## src/rtl/gpio_bank.sv

```systemverilog
module gpio_bank #(
  parameter int WIDTH       = 32,
  parameter int AW          = 3,
  parameter int SYNC_STAGES = 2
) (
  input  logic             clk,
  input  logic             rst_n,
  input  logic             wr_en,
  input  logic [AW-1:0]    addr,
  input  logic [WIDTH-1:0] wdata,
  output logic [WIDTH-1:0] rdata,
  input  logic [WIDTH-1:0] pin_in,
  output logic [WIDTH-1:0] pin_oe,
  output logic [WIDTH-1:0] pin_out
);

  localparam logic [AW-1:0] OFS_DIR = AW'(0);
  localparam logic [AW-1:0] OFS_OUT = AW'(1);
  localparam logic [AW-1:0] OFS_SET = AW'(2);
  localparam logic [AW-1:0] OFS_CLR = AW'(3);
  localparam logic [AW-1:0] OFS_IN  = AW'(4);

  logic [WIDTH-1:0] dir_q, out_q;
  logic [WIDTH-1:0] sync_q [SYNC_STAGES];

  always_ff @(posedge clk or negedge rst_n) begin
    if (!rst_n) begin
      dir_q <= '1;
      out_q <= '0;
    end else if (wr_en) begin
      case (addr)
        OFS_DIR: dir_q <= wdata;
        OFS_OUT: out_q <= wdata;
        OFS_SET: out_q <= out_q | wdata;
        OFS_CLR: out_q <= out_q & ~wdata;
        default: ;
      endcase
    end
  end

  always_ff @(posedge clk or negedge rst_n) begin
    if (!rst_n) begin
      for (int i = 0; i < SYNC_STAGES; i++) sync_q[i] <= '0;
    end else begin
      sync_q[0] <= pin_in;
      for (int i = 1; i < SYNC_STAGES; i++) sync_q[i] <= sync_q[i-1];
    end
  end

  always_comb begin
    case (addr)
      OFS_DIR: rdata = dir_q;
      OFS_OUT: rdata = out_q;
      OFS_IN:  rdata = sync_q[SYNC_STAGES-1];
      default: rdata = '0;
    endcase
  end

  assign pin_oe  = ~dir_q;
  assign pin_out = out_q;

endmodule

```

## config.mk

```make
export PLATFORM = sky130hd
export DESIGN_NAME = gpio_bank
export DESIGN_NICKNAME = d
export VERILOG_FILES = /design/src/rtl/gpio_bank.sv
export SDC_FILE = /design/constraint.sdc
export NUM_CORES = 1
export LEC_CHECK = 0
export BUFFER_PORTS_ARGS = -buffer_cell sky130_fd_sc_hd__buf_2
export CAP_MARGIN = 20
export CORE_ASPECT_RATIO = 0.6
export CORE_UTILIZATION = 55
export CTS_CLUSTER_DIAMETER = 100
export DETAILED_ROUTE_END_ITERATION = 10
export PLACE_DENSITY_LB_ADDON = 0.08
export SETUP_SLACK_MARGIN = 0.1
export SYNTH_ARGS = -nofsm -noshare
export SYNTH_HDL_FRONTEND = slang
export SYNTH_SLANG_ARGS = --single-unit
```

## constraint.sdc

```tcl
create_clock -name clk -period 2.8 [get_ports clk]
set_input_delay 0.14 -clock clk [delete_from_list [all_inputs] [get_ports clk]]
set_output_delay 0.14 -clock clk [all_outputs]
set_load 0.05 [all_outputs]
```

==> load_flow_metrics.sql <==
INSERT INTO impl_metrics (metric_group, metric, value, unit) VALUES
('synthesis', 'yosys_register_bits', '128', ''),
('layout', 'nets', '724', ''),
('critical_path', 'cp_slowest_cell', 'dfstp_2', ''),
('run', 'cap_viol_max_count', '0', ''),
('pwr', 'ir_worst_vdd', '0.5673', 'mV'),
('grt', 'gr-total-overflow', '0', ''),
('layout', 'fill_cells', '609', ''),
('sta', 'finalCritPeriodShare', '0.6806', ''),
('layout', 'layout_utilization', '0.7782', ''),
('critical_path', 'element_type_at_the_critical_path_start', 'flip-flop', ''),
('critical_path', 'timing.setup.critical_path_class', 'reg2out', ''),
('status', 'run_status', 'completed', ''),
('hold_path', 'whs_endpoint', 'dir_q[15]', ''),
('critical_path', 'critical_path.cell_chain', 'mux2i_1 -> or2_2 -> a21oi_1 -> buf_2', ''),
('synthesis', 'synth_xor_xnor_area_share', '0.05051', ''),
('clock_network', 'clockBufferDepth', '2', ''),
('floorplanning', 'rows', '27', ''),
('grt', 'number_of_antenna_violations_at_the_first_check_in_global_routing', '1', ''),
('clock_network', 'path_clk_slew', '50', 'ps'),
('synthesis', 'post_synth_num_cell_types', '23', ''),
('sta', 'final.setup_skew', '5.003', 'ps'),
('placed_design', 'port_buf_inserts', '165', ''),
('synthesis', 'yosys.area_share.simple', '0.05569', ''),
('synthesis', 'average_footprint_of_a_synthesized_cell', '12.14', 'µm²'),
('sta', 'tightest_slew', '888.8', 'ps'),
('synthesis', 'nets_in_the_synthesized_netlist', '527', ''),
('hold_path', 'hold_path_startpoint', 'wdata[15]', ''),
('critical_path', 'r2r-end', 'pin_out[8]', ''),
('sta', 'finalMaxSlewViolations', '0', ''),
('clock_network', 'post_cts.repair.setup_buffers', '0', ''),
('pwr', 'total_design_power', '6.343', 'mW'),
('sta', 'layout_min_cycle_time', '1906', 'ps'),
('drt', 'antenna_left', '0', ''),
('layout', 'post_route_cells_drive_above_1_share', '0.4249', ''),
('sta', 'worst_hold_slack_after_final_layout', '13.13', 'ps'),
('pwr', 'cellLeakagePower', '3.546', 'nW'),
('grt', 'global_router_s_overall_resource_usage', '0.2804', ''),
('critical_path', 'rr_startpoint', 'pin_out[8]', ''),
('floorplanning', 'die_area', '10510', 'µm²'),
('critical_path', 'setup.reg_to_reg.worst_slack', '1980', 'ps'),
('critical_path', 'highest_fanout_seen_on_the_critical_path', '3', ''),
('critical_path', 'cp_slowest_stage_delay', '540', 'ps'),
('drt', 'routed-via-count', '4192', ''),
('synthesis', 'combinational_family_with_the_most_area_after_synthesis', 'multiplexers', ''),
('clock_network', 'cts_hold_buffers', '36', ''),
('synthesis', 'muxShareOfSynthArea', '0.1430', ''),
('sta', 'setup-violations-final', '0', ''),
('synthesis', 'yosysSeqAreaShare', '0.5844', ''),
('floorplanning', 'core-area', '9493', 'µm²'),
('drt', 'avgRoutedWirePerCell', '17.15', 'µm'),
('layout', 'antennaDiodeCount', '0', ''),
('clock_network', 'cts-buffers-inserted', '17', ''),
('synthesis', 'synth-warning-count', '0', ''),
('clock_network', 'ctsResizeCount', '0', ''),
('placed_design', 'detailedPlacementHpwl', '8813', 'µm'),
('hold_path', 'number_of_cells_on_the_worst_hold_path', '2', ''),
('clock_network', 'insertion_delay', '400', 'ps'),
('placed_design', 'place_congestion', '0.8125', ''),
('clock_network', 'clkSinkCount', '128', ''),
('drt', 'drt_pass1_iterations', '4', ''),
('critical_path', 'critPathCaptureType', 'output port', ''),
('synthesis', 'synthesis.instances', '457', ''),
('grt', 'grt_pass1_wl', '22320', 'µm'),
('critical_path', 'worst-endpoint-arrival', '1770', 'ps'),
('critical_path', 'worst_ep_required_time', '2660', 'ps'),
('floorplanning', 'chipHeight', '79.81', 'µm'),
('synthesis', 'synth-compound-area-share', '0.1080', ''),
('floorplanning', 'floorplan.die.width', '131.7', 'µm'),
('sta', 'tns', '0', 'ps'),
('sta', 'slew_headroom', '0.4075', ''),
('critical_path', 'r2r_cells', '2', '');
per-stage QoR:
step / setup slack [ps] / area (µm²) / std cells
global placement: 954.9 / 6464 / 729
CTS: 889.1 / 7387 / 796
finish: 894.5 / 7387 / 796
detailed placement: 898.8 / 6464 / 729
floorplan: 1028 / 5549 / 457
global route: 803.5 / 7387 / 796
registers in the layout, indices dropped and copies added (netlist names):
name / cells
sync_q: 64
dir_q: 32
pin_out: 32
kinds of logic (layout without fill, tap and decap cells):
kind of cell / Yosys count / count (layout)
flip-flops: 128 / 128
AO/OA/AOI/OAI: 96 / 96
AND/OR/NAND/NOR: 69 / 69
buffers and inverters: 68 / 277
multiplexers: 64 / 64
XOR/XNOR: 32 / 32
where the power goes:
group	switching (mW)	internal [mW]
logic	1.31	0.574
registers	0.207	2.18
clock network	0.744	1.33
cell type report:
type                       instances  area, µm²  share of cell area
timing repair buffer             214       1311              0.1775
tap                              130      162.7             0.02202
clock buffer                      25      505.5             0.06843
clock inverter                     6      57.56            0.007791
sequential                       128       3243              0.4390
multi-input combinational        261       1987              0.2690
inverter                          32      120.1             0.01626
cell usage after synthesis:
cell / n / share of area
dfrtp_1: 96 / 0.43
a21oi_1: 43 / 0.039
a31oi_1: 32 / 0.036
dfstp_2: 32 / 0.15
inv_1: 32 / 0.022
mux2i_1: 32 / 0.058
nand2_1: 32 / 0.022
xnor2_1: 32 / 0.051
mux2_4: 30 / 0.081
nor2_1: 21 / 0.014
o22a_1: 21 / 0.033
clkbuf_1: 19 / 0.013
or2_2: 11 / 0.012
buf_2: 10 / 0.0090
buf_8: 3 / 0.0081
buf_4: 2 / 0.0027
buf_6: 2 / 0.0041
mux2_2: 2 / 0.0041
and2_1: 1 / 0.0011
nor2b_1: 1 / 0.0011
nor2b_2: 1 / 0.0016
nor2b_4: 1 / 0.0025
or2_1: 1 / 0.0011
layout by cell type (no fill, tap or decap), drive strengths merged, types with 4 or more instances in the layout:
master / instances
clkbuf: 25
buf: 178
a21oi: 43
inv: 32
nor2: 21
a31oi: 32
mux2i: 32
xnor2: 32
nand2: 32
dlygate4sd3: 36
dfrtp: 96
mux2: 32
clkinv: 4
dfstp: 32
o22a: 21
or2: 12
how the worst max path moves through the flow:
stage                          from     endpoint  slack, ps  cells past startpoint
after detailed placement    addr[0]    dir_q[31]        900                      5
after global routing      dir_q[31]    rdata[31]        800                      4
after global placement      addr[2]  pin_out[30]        950                      6
final                     dir_q[31]    rdata[31]        890                      4
after CTS                 dir_q[31]    rdata[31]        890                      4
after floorplan             addr[2]    rdata[25]       1030                      5
per-layer routing:
metal,share of wire,up-vias,track usage
met5,0,-,0
met4,0.018,0,0.1105
met3,0.056,24,0.06286
met2,0.47,162,0.4550
met1,0.46,2064,0.3711
li1,-,1942,-
Note: power is estimated with default switching activity, not from simulation.
